File: src/rtl/cap_pkg.sv
package cap_pkg;
  localparam int unsigned PIN_NORM = 0;
  localparam int unsigned PIN_LONG = 1;
  localparam int unsigned N_PINS   = 2;

  typedef enum logic {
    EDGE_RISE = 1'b0,
    EDGE_FALL = 1'b1
  } edge_pol_e;
endpackage

File: src/rtl/cap_sync.sv
module cap_sync #(
  parameter int unsigned WIDTH  = 2,
  parameter int unsigned STAGES = 2
) (
  input  logic             clk_i,
  input  logic             rst_ni,
  input  logic [WIDTH-1:0] async_i,
  output logic [WIDTH-1:0] sync_o
);
  logic [WIDTH-1:0] stg_q [STAGES];

  for (genvar s = 0; s < STAGES; s++) begin : g_stage
    if (s == 0) begin : g_first
      always_ff @(posedge clk_i or negedge rst_ni) begin
        if (!rst_ni) stg_q[s] <= '0;
        else         stg_q[s] <= async_i;
      end
    end else begin : g_rest
      always_ff @(posedge clk_i or negedge rst_ni) begin
        if (!rst_ni) stg_q[s] <= '0;
        else         stg_q[s] <= stg_q[s-1];
      end
    end
  end

  assign sync_o = stg_q[STAGES-1];
endmodule

File: src/rtl/cap_edge.sv
module cap_edge
  import cap_pkg::*;
#(
  parameter int unsigned WIDTH = 2
) (
  input  logic             clk_i,
  input  logic             rst_ni,
  input  logic [WIDTH-1:0] lvl_i,
  input  edge_pol_e        pol_i,
  output logic [WIDTH-1:0] edge_o
);
  logic [WIDTH-1:0] prev_q;

  always_ff @(posedge clk_i or negedge rst_ni) begin
    if (!rst_ni) prev_q <= '0;
    else         prev_q <= lvl_i;
  end

  // per-pin detector; polarity only chooses which transition counts
  for (genvar i = 0; i < WIDTH; i++) begin : g_det
    always_comb begin
      if (pol_i == EDGE_FALL) edge_o[i] = prev_q[i] & ~lvl_i[i];
      else                    edge_o[i] = ~prev_q[i] & lvl_i[i];
    end
  end
endmodule

File: src/rtl/cap_store.sv
module cap_store #(
  parameter int unsigned CNT_W = 12
) (
  input  logic             clk_i,
  input  logic             rst_ni,
  input  logic             edge_i,
  input  logic             clr_i,
  input  logic [CNT_W-1:0] count_i,
  output logic [CNT_W-1:0] val_o,
  output logic             flag_o
);
  logic [CNT_W-1:0] val_q;
  logic             flag_q;
  logic             load;

  // locked while flag set; clear beats a coincident edge
  assign load = edge_i & ~flag_q;

  always_ff @(posedge clk_i or negedge rst_ni) begin
    if (!rst_ni) begin
      val_q  <= '0;
      flag_q <= 1'b0;
    end else if (flag_q && clr_i) begin
      flag_q <= 1'b0;
    end else if (load) begin
      val_q  <= count_i;
      flag_q <= 1'b1;
    end
  end

  assign val_o  = val_q;
  assign flag_o = flag_q;
endmodule

File: src/rtl/sel_pin_capture.sv
module sel_pin_capture
  import cap_pkg::*;
#(
  parameter int unsigned CNT_W       = 12,
  parameter int unsigned SYNC_STAGES = 2
) (
  input  logic             clk_i,
  input  logic             rst_ni,
  input  logic [CNT_W-1:0] count_i,
  input  logic             pin_norm_i,
  input  logic             pin_long_i,
  input  logic             pin_sel_i,
  input  logic             edge_fall_i,
  input  logic             irq_en_i,
  input  logic             flag_clr_i,
  output logic [CNT_W-1:0] cap_val_o,
  output logic             cap_flag_o,
  output logic             irq_o
);
  logic [N_PINS-1:0] pins_raw;
  logic [N_PINS-1:0] pins_sync;
  logic [N_PINS-1:0] pins_edge;
  logic              edge_sel;
  edge_pol_e         pol;

  assign pins_raw[PIN_NORM] = pin_norm_i;
  assign pins_raw[PIN_LONG] = pin_long_i;
  assign pol = edge_pol_e'(edge_fall_i);

  cap_sync #(.WIDTH(N_PINS), .STAGES(SYNC_STAGES)) u_sync (
    .clk_i  (clk_i),
    .rst_ni (rst_ni),
    .async_i(pins_raw),
    .sync_o (pins_sync)
  );

  cap_edge #(.WIDTH(N_PINS)) u_edge (
    .clk_i (clk_i),
    .rst_ni(rst_ni),
    .lvl_i (pins_sync),
    .pol_i (pol),
    .edge_o(pins_edge)
  );

  // select after detection so switching pins cannot fake an edge
  assign edge_sel = pin_sel_i ? pins_edge[PIN_LONG] : pins_edge[PIN_NORM];

  cap_store #(.CNT_W(CNT_W)) u_store (
    .clk_i  (clk_i),
    .rst_ni (rst_ni),
    .edge_i (edge_sel),
    .clr_i  (flag_clr_i),
    .count_i(count_i),
    .val_o  (cap_val_o),
    .flag_o (cap_flag_o)
  );

  assign irq_o = cap_flag_o & irq_en_i;
endmodule

File: config.mk
export PLATFORM = sky130hd
export DESIGN_NAME = sel_pin_capture
export DESIGN_NICKNAME = d
export VERILOG_FILES = /design/src/rtl/cap_pkg.sv /design/src/rtl/cap_sync.sv /design/src/rtl/cap_edge.sv /design/src/rtl/cap_store.sv /design/src/rtl/sel_pin_capture.sv
export SDC_FILE = /design/constraint.sdc
export NUM_CORES = 1
export LEC_CHECK = 0
export ABC_AREA = 1
export BUFFER_PORTS_ARGS = -buffer_cell sky130_fd_sc_hd__buf_2
export CAP_MARGIN = 20
export CORE_ASPECT_RATIO = 1.25
export CORE_MARGIN = 5
export CORE_UTILIZATION = 49
export CTS_CLUSTER_SIZE = 24
export DETAILED_ROUTE_END_ITERATION = 7
export PLACE_DENSITY = 0.78
export SLEW_MARGIN = 0
export SYNTH_ARGS = -nofsm -noshare
export SYNTH_HDL_FRONTEND = slang
export SYNTH_SLANG_ARGS = --single-unit
File: constraint.sdc
create_clock -name clk_i -period 2.8 [get_ports clk_i]
set_clock_uncertainty 0.2 [all_clocks]
set_input_delay 0.14 -clock clk_i [delete_from_list [all_inputs] [get_ports clk_i]]
set_output_delay 0.14 -clock clk_i [all_outputs]
set_load 0.01 [all_outputs]
# After elaboration in Yosys (flattened, before gate mapping)
# Cells that the tools add are included.
[totals] register_bits=19 output_inout_bits=14
[op_classes] muxes=5 bitwise_logic=12 n_reduce_logical=3
[ops] operator="$and A1 B1 Y1" count=6
[ops] operator="$not A1 Y1" count=6
[ops] operator="$mux W1" count=5
[ops] operator="$reduce_and A2 Y1" count=1
[ops] operator="$reduce_bool A2 Y1" count=1
[ops] operator="$logic_and A1 B1 Y1" count=1

# Depth between registers and ports, before layout
# Gate-level depths: netlist of the first run.
[logic_depth] ltp_word=7 ltp_mapped=8 ltp_nobuf=7

# By module
# From an unflattened synthesis of the first run, not the netlist that was laid out.
[hier_totals] hier_cells=80 hier_area_um2=748.2
[modules_own_cells] module="cap_store" instances=1 cells_each=55 area_per_inst_um2=514.2 seq_area_each_um2=325.3
[modules_own_cells] module="cap_sync" instances=1 cells_each=6 area_per_inst_um2=115.1 seq_area_each_um2=100.1
[modules_own_cells] module="cap_edge" instances=1 cells_each=13 area_per_inst_um2=96.3 seq_area_each_um2=50.0
[modules_own_cells] module="sel_pin_capture" instances=1 cells_each=6 area_per_inst_um2=22.5 seq_area_each_um2=0.0

# Worst setup path after synthesis of the first run
# Ideal clock, no wire load.
[synth_path] path_type="reg-to-reg" start="register u_sync.stg_q (netlist bit u_sync.sync_o[1])" end="register u_store.val_q[10], in the netlist u_store.val_o[10]" setup_ps=117 arrival_ps=964 t_required_ps=2483 path_slack_ps=1519 path_stages_with_launch=8 path_buffers=1 path_cell_list="dfrtp_1 -> inv_1 -> nand3_1 -> nand3_4 -> nand3_4 -> buf_12 -> nand2_2 -> nand2_1"
[synth_via] elab_chain_cells=6 word_cells_on_any_way=7
[synth_lines] element="from (decl)" line="cap_sync.sv:10" text="logic [WIDTH-1:0] stg_q [STAGES];"
[synth_lines] element="from (signal, indexed assignment)" line="cap_sync.sv:21" text="else stg_q[s] <= stg_q[s-1];"
[synth_lines] element="$not A1 Y1" line="cap_edge.sv:22" text="if (pol_i == EDGE_FALL) edge_o[i] = prev_q[i] & ~lvl_i[i];"
[synth_lines] element="$and A1 B1 Y1" line="cap_edge.sv:22"
[synth_lines] element="$mux W1 *" line="cap_edge.sv:22"
[synth_lines] element="$mux W1 *" line="sel_pin_capture.sv:46" text="assign edge_sel = pin_sel_i ? pins_edge[PIN_LONG] : pins_edge[PIN_NORM];"
[synth_lines] element="$and A1 B1 Y1 *" line="cap_store.sv:17" text="assign load = edge_i & ~flag_q;"
[synth_lines] element="$reduce_and A2 Y1 (no source line) *"
[synth_lines] element="to (signal assigned)" line="cap_store.sv:26" text="val_q <= count_i;"
[synth_lines] element="to (decl)" line="cap_store.sv:12" text="logic [CNT_W-1:0] val_q;"
# Every way passes the cells marked *; elsewhere a longest branch is shown, timed or not.
# A chain may end at the register's enable or synchronous reset.

# Worst setup path after layout of the first run
[layout_path] start="register u_edge.prev_q[0]" end="register u_store.val_q[1], in the netlist u_store.val_o[1]"
[layout_via] elab_chain_cells=6 word_cells_on_any_way=7
[layout_lines] element="from (decl)" line="cap_edge.sv:12" text="logic [WIDTH-1:0] prev_q;"
[layout_lines] element="from (signal assigned)" line="cap_edge.sv:16" text="else prev_q <= lvl_i;"
[layout_lines] element="$not A1 Y1" line="cap_edge.sv:23" text="else edge_o[i] = ~prev_q[i] & lvl_i[i];"
[layout_lines] element="$and A1 B1 Y1" line="cap_edge.sv:23"
[layout_lines] element="$mux W1 *" line="cap_edge.sv:22"
[layout_lines] element="$mux W1 *" line="sel_pin_capture.sv:46"
[layout_lines] element="$and A1 B1 Y1 *" line="cap_store.sv:17"
[layout_lines] element="$reduce_and A2 Y1 (no source line) *"
# Marked as above.

==> metrics.yaml, run 1 <==
synth_top_area_frac: 0.5837
nets: 146
synth-compound-area-share: 0.01075
vias: 697
postSynthAreaPerCell_um2: 10.72
antenna_left: 0
htree_levels: 1
grt_first_pass_wirelength_um: 3160
drt_first_pass_iters: 4
min_path_type: "in -> async"
grt_pass1_vias: 731
drc: 0
synth_area_leader_cell: "dfrtp_1"
required_ns: 2.78
power.leakage_nw: 0.6202
start_util: 0.5150
critPathKind: "reg -> reg"
crit_slowest_cell: "dfrtp_1"
place.gp.congestion: 0.6988
ys_types: 13
synth_warnings: 0
rsz0062_at_grt: "false"
synth_xor_xnor_area_share: 0
vias_per_cell: 4.874
synth-adder-area-share: 0
p_seq_frac: 0.511
clock.fmax_mhz: 656.0
path_cells: "nor2_1, nand2_1, nand3_2, nand3_4, nand2_1, nand2_1"
die_x_um: 46.47
core_area_um2: 1582
synth_area_um2: 814.5
comb_power_share: 0.304
start_kind: "flop"
io_buffers: 33
antenna_found_initial: 0
yosysSeqAreaShare: 0.5837
powerDensity_nw_per_um2: 619.8
die_y_um: 55.59
clockBufferDepth: 2
finalSetupViolCount: 0
finalPower_uw: 711.9
cts_buffers: 3
diodes: 0
track_usage: 0.1638
synth-simple-area-share: 0.3241
nFillCells: 130
syn-num-nets: 96
relSlewSlack: 0.6849
cts_tree: "yes"
critPathTopFamily: "simple AND/OR/NAND/NOR gates"
tightest_slew_ns: 0.4722
io_pins: 34
placed_cell_area_um2: 962.2
synth_top_family_by_area: "simple AND/OR/NAND/NOR gates"
period_needed_ns: 1.524
p_sw_uw: 230.7
cts_resized: 0
drive_above_1_share: 0.4000
first_iter_violations: 19
design_area_um2: 1149
cts_hold_buf: 16
routedWlPerCell_um: 12.94
cts.clk_slew.worst_paths_ns: 0.10
ff_latch_area_um2: 475.5
p_int_uw: 481.2
p_clk_frac: 0.185
netlist_instances: 76
synthTopCellsByArea: "dfrtp_1, nand4_1, nand2_1"
crit_top_cell: "nand2_1"
multi_input_comb_area_um2: 272.8
crit_path_end_kind: "flop"
grt_max_degree: 20
p_sw_frac: 0.3240
drv_cap: 0
ctsRootBufferMaster: "clkbuf_4"
area_growth_pct: 41.01
ys_ff_latch: 19
drv_slew: 0
cp.arrival_ns: 1.51
crit_buf_inv: 0
finalCritPeriodShare: 0.5444
hold_violations: 0
cts.sinks: 19
clock_latency_ns: 0.28
overflow: 0
worstPathMaxFanout: 13
dpl.hpwl_um: 1228
ir_drop_v: 0.0003923
synth_mux_area_frac: 0
die_area_um2: 2583
tns_ns: 0
wl_um: 1850
num_rows: 16
status: "finished, final reports clean"
post_cts_buffers: 0
critPathMaxStageDelay_ns: 0.39
-- final timing paths --
| path | startpoint | to | slack [ns] | cells past startpoint |
|---|---|---|---|---|
| min in group clk_i | pin_sel_i | u_store.val_o[4] | 0.14 | 4 |
| max in group asynchronous | rst_ni | u_sync.sync_o[0] | 2.00 | 2 |
| hold / removal | rst_ni | u_store.val_o[3] | 0.10 | 2 |
| setup reg to reg | u_edge.prev_q[0] | u_store.val_o[1] | 1.28 | 6 |
| hold reg to reg | u_sync.stg_q[2] | u_sync.sync_o[0] | 0.16 | 0 |
| setup / recovery | u_edge.prev_q[0] | u_store.val_o[1] | 1.28 | 6 |
-- layer usage --
layer	part of all wire	global-route usage	vias up
met5	0	0	-
met4	0.023	0.08943	0
met3	0.052	0.02265	6
met2	0.54	0.2736	23
met1	0.39	0.1898	319
li1	-	-	349
-- cell type report --
class / instances / share of cell area
multi-input combinational: 46 / 0.2375
clock buffer: 4 / 0.02288
tap: 18 / 0.01961
inverter: 7 / 0.02288
sequential: 19 / 0.4139
timing repair buffer: 49 / 0.2832
-- logic make-up (layout without fill, tap and decap cells) --
kind of cell | after synthesis | count (layout)
flip-flops | 19 | 19
buffers and inverters | 11 | 60
AO/OA/AOI/OAI | 1 | 1
AND/OR/NAND/NOR | 45 | 45
-- synthesized netlist by cell type --
cell,number
dfrtp_1,19
nand2_1,17
nand4_1,12
nand2_2,9
inv_1,7
buf_4,2
nand3_1,2
nand3_2,2
nand3_4,2
buf_12,1
buf_2,1
nor2_1,1
o21ai_2,1
-- per-stage QoR --
| step | cells | setup slack (ns) | utilization | hold WS, ns |
|---|---|---|---|---|
| 4_1_cts | 143 | 1.275 | 0.7263 | 0.1072 |
| 3_5_place_dp | 123 | 1.293 | 0.6084 | -0.1018 |
| 2_1_floorplan | 76 | 1.519 | - | -0.3556 |
| 5_1_grt | 143 | 1.145 | 0.7263 | 0.1284 |
| 6_report | 143 | 1.276 | 0.7263 | 0.1028 |
| 3_3_place_gp | 123 | 1.346 | 0.6084 | -0.1059 |
-- cells in the final DEF (no fill, tap or decap) --
cell,n
o21ai_2,1
dlygate4sd3_1,16
clkbuf_4,3
buf_2,33
nand3_1,2
nand3_2,2
clkbuf_1,1
nand2_2,9
nand4_1,12
dfrtp_1,19
nand2_1,17
nand3_4,2
nor2_1,1
inv_1,7
-- flip-flops by register name (all words and copies together), names as in the netlist --
signal / count
u_sync.stg_q: 2
u_store.flag_o: 1
u_store.val_o: 12
u_sync.sync_o: 2
u_edge.prev_q: 2
-- power by group through the flow --
stage          logic, mW  registers (mW)  clock network [mW]
6_report           0.216           0.364               0.132
5_1_grt            0.242           0.371               0.151
2_1_floorplan     0.0966           0.395                   0
4_1_cts            0.218           0.364               0.139
3_3_place_gp       0.195           0.369                   0
3_5_place_dp       0.201           0.369                   0
Power figures use the tool's default switching activity.
==> run 2: changes to the inputs <==
Settings changed: CORE_UTILIZATION 49 to 41, PLACE_DENSITY 0.78 to 0.7.
Clock period 2.8 ns to 1.2 ns, I/O delays scaled along.
==> metrics.yaml, run 2 (same netlist as run 1, synthesis figures left out) <==
status: "complete, but fails checks"
failed_checks: "negative setup slack"
start_kind: "flop"
placed_cell_area_um2: 999.7
min_path_type: "in -> async"
ff_latch_area_um2: 475.5
drc: 0
io_buffers: 33
multi_input_comb_area_um2: 315.3
drt_first_pass_iters: 3
relSlewSlack: 0.7191
crit_slowest_cell: "dfrtp_1"
fin_hold_ws_ns: 0.001551
reg2reg_slack_ns: -0.13
first_iter_violations: 5
dpl.hpwl_um: 1303
dpl_worst_slack_ns: -0.1369
nets: 152
die_x_um: 49.87
worstReg2RegStart: "u_sync.sync_o[0]"
area_growth_pct: 56.07
clockBufferDepth: 2
crit_path_start: "u_sync.sync_o[0]"
critPathMaxStageDelay_ns: 0.41
rsz0062_at_grt: "true"
grt_first_pass_wirelength_um: 3367
die_y_um: 59.84
nFillCells: 165
worstPathMaxFanout: 6
critPathKind: "reg -> reg"
required_ns: 1.21
place.gp.congestion: 0.7302
track_usage: 0.1487
diodes: 0
r2r_cells: 7
ctsRootBufferMaster: "clkbuf_4"
grt_max_degree: 20
path_cells: "inv_2, nor2_2, nand2_2, nand3_4, clkbuf_16, nand4_1, nand2_1"
htree_levels: 1
hold_violations: 0
antenna_left: 0
antenna_found_initial: 0
wl_um: 1984
worstReg2RegEnd: "u_store.val_o[5]"
post_cts_buffers: 0
design_area_um2: 1271
drv_cap: 0
die_area_um2: 2984
vias_per_cell: 4.828
drive_above_1_share: 0.4885
num_rows: 18
cts.clk_slew.worst_paths_ns: 0.12
vias: 729
cp.arrival_ns: 1.34
largest_reg_flops: 12
start_util: 0.4205
finalCritPeriodShare: 1.107
clock.fmax_mhz: 753.1
period_needed_ns: 1.328
overflow: 0
endpoint: "u_store.val_o[5]"
ir_drop_v: 0.0009192
finalSetupViolCount: 14
grt_pass1_vias: 765
power.leakage_nw: 0.6676
cts.sinks: 19
final_common_cell: "buf_2"
routedWlPerCell_um: 13.14
powerDensity_nw_per_um2: 1398
finalWorstSetupSlack_ns: -0.1279
clock_latency_ns: 0.31
core_area_um2: 1937
io_pins: 34
crit_path_end_kind: "flop"
tightest_slew_ns: 0.4213
cts_tree: "yes"
layout_common_cells: "buf_2, dfrtp_1, dlygate4sd3_1"
cts_buffers: 3
drv_slew: 0
run 2: changes by cell type in the layout (fill, tap and decap cells not counted), moves of 2 or more:
cell | previous run | this run
nand2_2 | 9 | 13
nand2_1 | 17 | 13
nand3_4 | 2 | 4
buf_6 | 0 | 3
run 2: how the worst min path moves through the flow:
| stage | end | slack [ns] |
|---|---|---|
| after global routing | u_store.flag_o | 0.02 |
| after floorplan | u_edge.prev_q[0] | -0.44 |
| after detailed placement | u_store.val_o[11] | -0.18 |
| after CTS | u_store.val_o[0] | 0.02 |
| final | u_store.val_o[0] | 0.002 |
| after global placement | u_edge.prev_q[0] | -0.18 |
run 2: through the flow:
stage	setup TNS [ns]	cells	utilization	total power [mW]
3_3_place_gp	-0.8866	129	0.5162	1.349
6_report	-1.522	151	0.6563	1.777
4_1_cts	-1.434	150	0.6350	1.769
2_1_floorplan	-0.5464	76	-	1.148
5_1_grt	-2.838	151	0.6563	1.898
3_5_place_dp	-1.611	129	0.5162	1.367
run 2: area by class of cell:
class / count / area share
inverters: 7 / 0.02067
well taps: 20 / 0.01969
repair buffers: 54 / 0.3159
multi-input cells: 47 / 0.2480
flip-flops and latches: 19 / 0.3740
clock buffers: 3 / 0.01772
clock inverters: 1 / 0.003937
run 2: power by group:
part	internal, mW	switching (mW)
registers	0.770	0.0839
clock network	0.124	0.208
logic	0.282	0.308
run 2: worst max-delay path: cells and delay by family, from the launching register on:
kind	cells	cell delay, ns
AND/OR/NAND/NOR	5	0.37
flip-flops	1	0.41
buffers and inverters	2	0.26
run 2: what timing repair did:
action / CTS / global route
hold buffers: 16 / 0
pin swaps: 1 / 8
cloned: 1 / 1
resized for setup: 7 / 6
endpoints found under the hold margin: 34 / 0
setup endpoints to repair: 15 / 15
run 2: metal layers:
layer / up-vias / GRT usage / routed length [um]
met3: 5 / 0.03990 / 120
li1: 366 / - / -
met2: 21 / 0.2636 / 1054
met4: 0 / 0.08989 / 53
met5: - / 0 / 0
met1: 337 / 0.1553 / 756
==> run 3: changes to the inputs <==
Settings changed: CORE_UTILIZATION 41 to 45, PLACE_DENSITY 0.7 to 0.73, REMOVE_ABC_BUFFERS from default to 1.
Clock period 1.2 ns to 1.45 ns, I/O delays scaled along.
==> metrics.yaml, run 3 (same netlist as run 1, synthesis figures left out) <==
io_pins: 34
finalWorstSetupSlack_ns: 0.09491
final_common_cell: "buf_2"
crit_slowest_cell: "dfrtp_1"
tightest_slew_ns: 0.4057
clock_latency_ns: 0.28
dpl_worst_slack_ns: 0.08813
drv_cap: 0
cts_buffers: 3
relSlewSlack: 0.7295
crit_path_end_kind: "flop"
drv_slew: 0
crit_buf_inv: 1
nets: 149
finalSetupViolCount: 0
p_seq_frac: 0.508
post_cts_buffers: 0
clockBufferDepth: 2
drive_above_1_share: 0.4141
critPathTopFamily: "simple AND/OR/NAND/NOR gates"
period_needed_ns: 1.355
ctsRootBufferMaster: "clkbuf_4"
start_util: 0.4670
track_usage: 0.1471
required_ns: 1.43
first_iter_violations: 8
status: "finished, final reports clean"
p_sw_uw: 445.0
start_kind: "flop"
vias: 698
comb_power_share: 0.310
finalCritPeriodShare: 0.9345
place.gp.congestion: 0.7217
dp_cells: 127
cts.sinks: 19
p_clk_frac: 0.182
power.leakage_nw: 0.6341
die_y_um: 57.57
antenna_found_initial: 0
die_area_um2: 2766
drc: 0
powerDensity_nw_per_um2: 1182
htree_levels: 1
hold_violations: 0
wl_um: 1767
routedWlPerCell_um: 12.02
io_buffers: 33
ir_drop_v: 0.0006591
reg2reg_slack_ns: 0.09
grt_pass1_vias: 672
layout_common_cells: "buf_2, dfrtp_1, nand2_1"
stdcell_count: 147
drt_first_pass_iters: 4
vias_per_cell: 4.748
p_sw_frac: 0.3211
rsz0062_at_grt: "true"
cp.arrival_ns: 1.34
grt_first_pass_wirelength_um: 2918
clock.fmax_mhz: 738.0
antenna_left: 0
overflow: 0
critPathMaxStageDelay_ns: 0.41
design_area_um2: 1172
cts.clk_slew.worst_paths_ns: 0.10
critPathKind: "reg -> reg"
area_growth_pct: 43.93
path_cells: "inv_1, nand3_1, nand3_4, nand3_4, nand2_1, nand2_1"
largest_reg_flops: 12
core_area_um2: 1744
dpl.hpwl_um: 1251
die_x_um: 48.06
diodes: 0
cts_tree: "yes"
placed_cell_area_um2: 985.9
worstPathMaxFanout: 13
min_path_type: "in -> async"
grt_max_degree: 20
p_int_uw: 941.1
num_rows: 17
## run 3: cell count changes in the layout (fill, tap and decap cells not counted), moves of 2 or more
cell / previous run / this run
buf_6: 3 / 0
nand2_2: 13 / 9
buf_4: 1 / 3
nand2_1: 13 / 17
nand3_4: 4 / 2
## run 3: area by class of cell
type / instances / area [um^2]
sequential: 19 / 475.5
tap: 19 / 23.77
inverter: 7 / 26.28
clock buffer: 4 / 26.28
timing repair buffer: 52 / 347.8
fill: 142 / 571.8
multi-input combinational: 46 / 272.8
## run 3: power by group through the flow
stage | sequential (mW) | clock [mW] | combinational, mW
global placement | 0.716 | 0 | 0.393
CTS | 0.705 | 0.265 | 0.437
floorplan | 0.763 | 0 | 0.160
finish | 0.704 | 0.252 | 0.429
global route | 0.719 | 0.280 | 0.483
detailed placement | 0.716 | 0 | 0.403
## run 3: path summary, 6_finish.rpt
check,startpoint,endpoint,depth (start not counted)
max,u_sync.sync_o[1],u_store.val_o[1],6
min reg2reg,u_sync.stg_q[3],u_sync.sync_o[1],0
max reg2reg,u_sync.sync_o[1],u_store.val_o[1],6
min,rst_ni,u_store.val_o[9],2
max in group asynchronous,rst_ni,u_store.val_o[0],2
min in group clk_i,pin_sel_i,u_store.flag_o,4
## run 3: per-layer routing
metal	wire length [um]	track usage	vias up
li1	-	-	355
met1	724	0.1850	326
met2	934	0.2382	15
met3	97	0.03785	2
met4	10	0.04615	0
met5	0	0	-
## run 3: per-stage QoR
step	power (mW)	utilization	hold WS, ns	TNS, ns
2_1_floorplan	0.9229	-	-0.4231	0
3_3_place_gp	1.109	0.5653	-0.1740	0
3_5_place_dp	1.119	0.5653	-0.1711	0
4_1_cts	1.407	0.6722	0.04730	0
5_1_grt	1.482	0.6722	0.06454	-0.008667
6_report	1.386	0.6722	0.03986	0
## run 3: what timing repair did
| action | in CTS | in global routing |
|---|---|---|
| hold buffers | 16 | 0 |
| resized for setup | 0 | 0 |
| endpoints found under the hold margin | 34 | 0 |
| setup endpoints to repair | 0 | 5 |
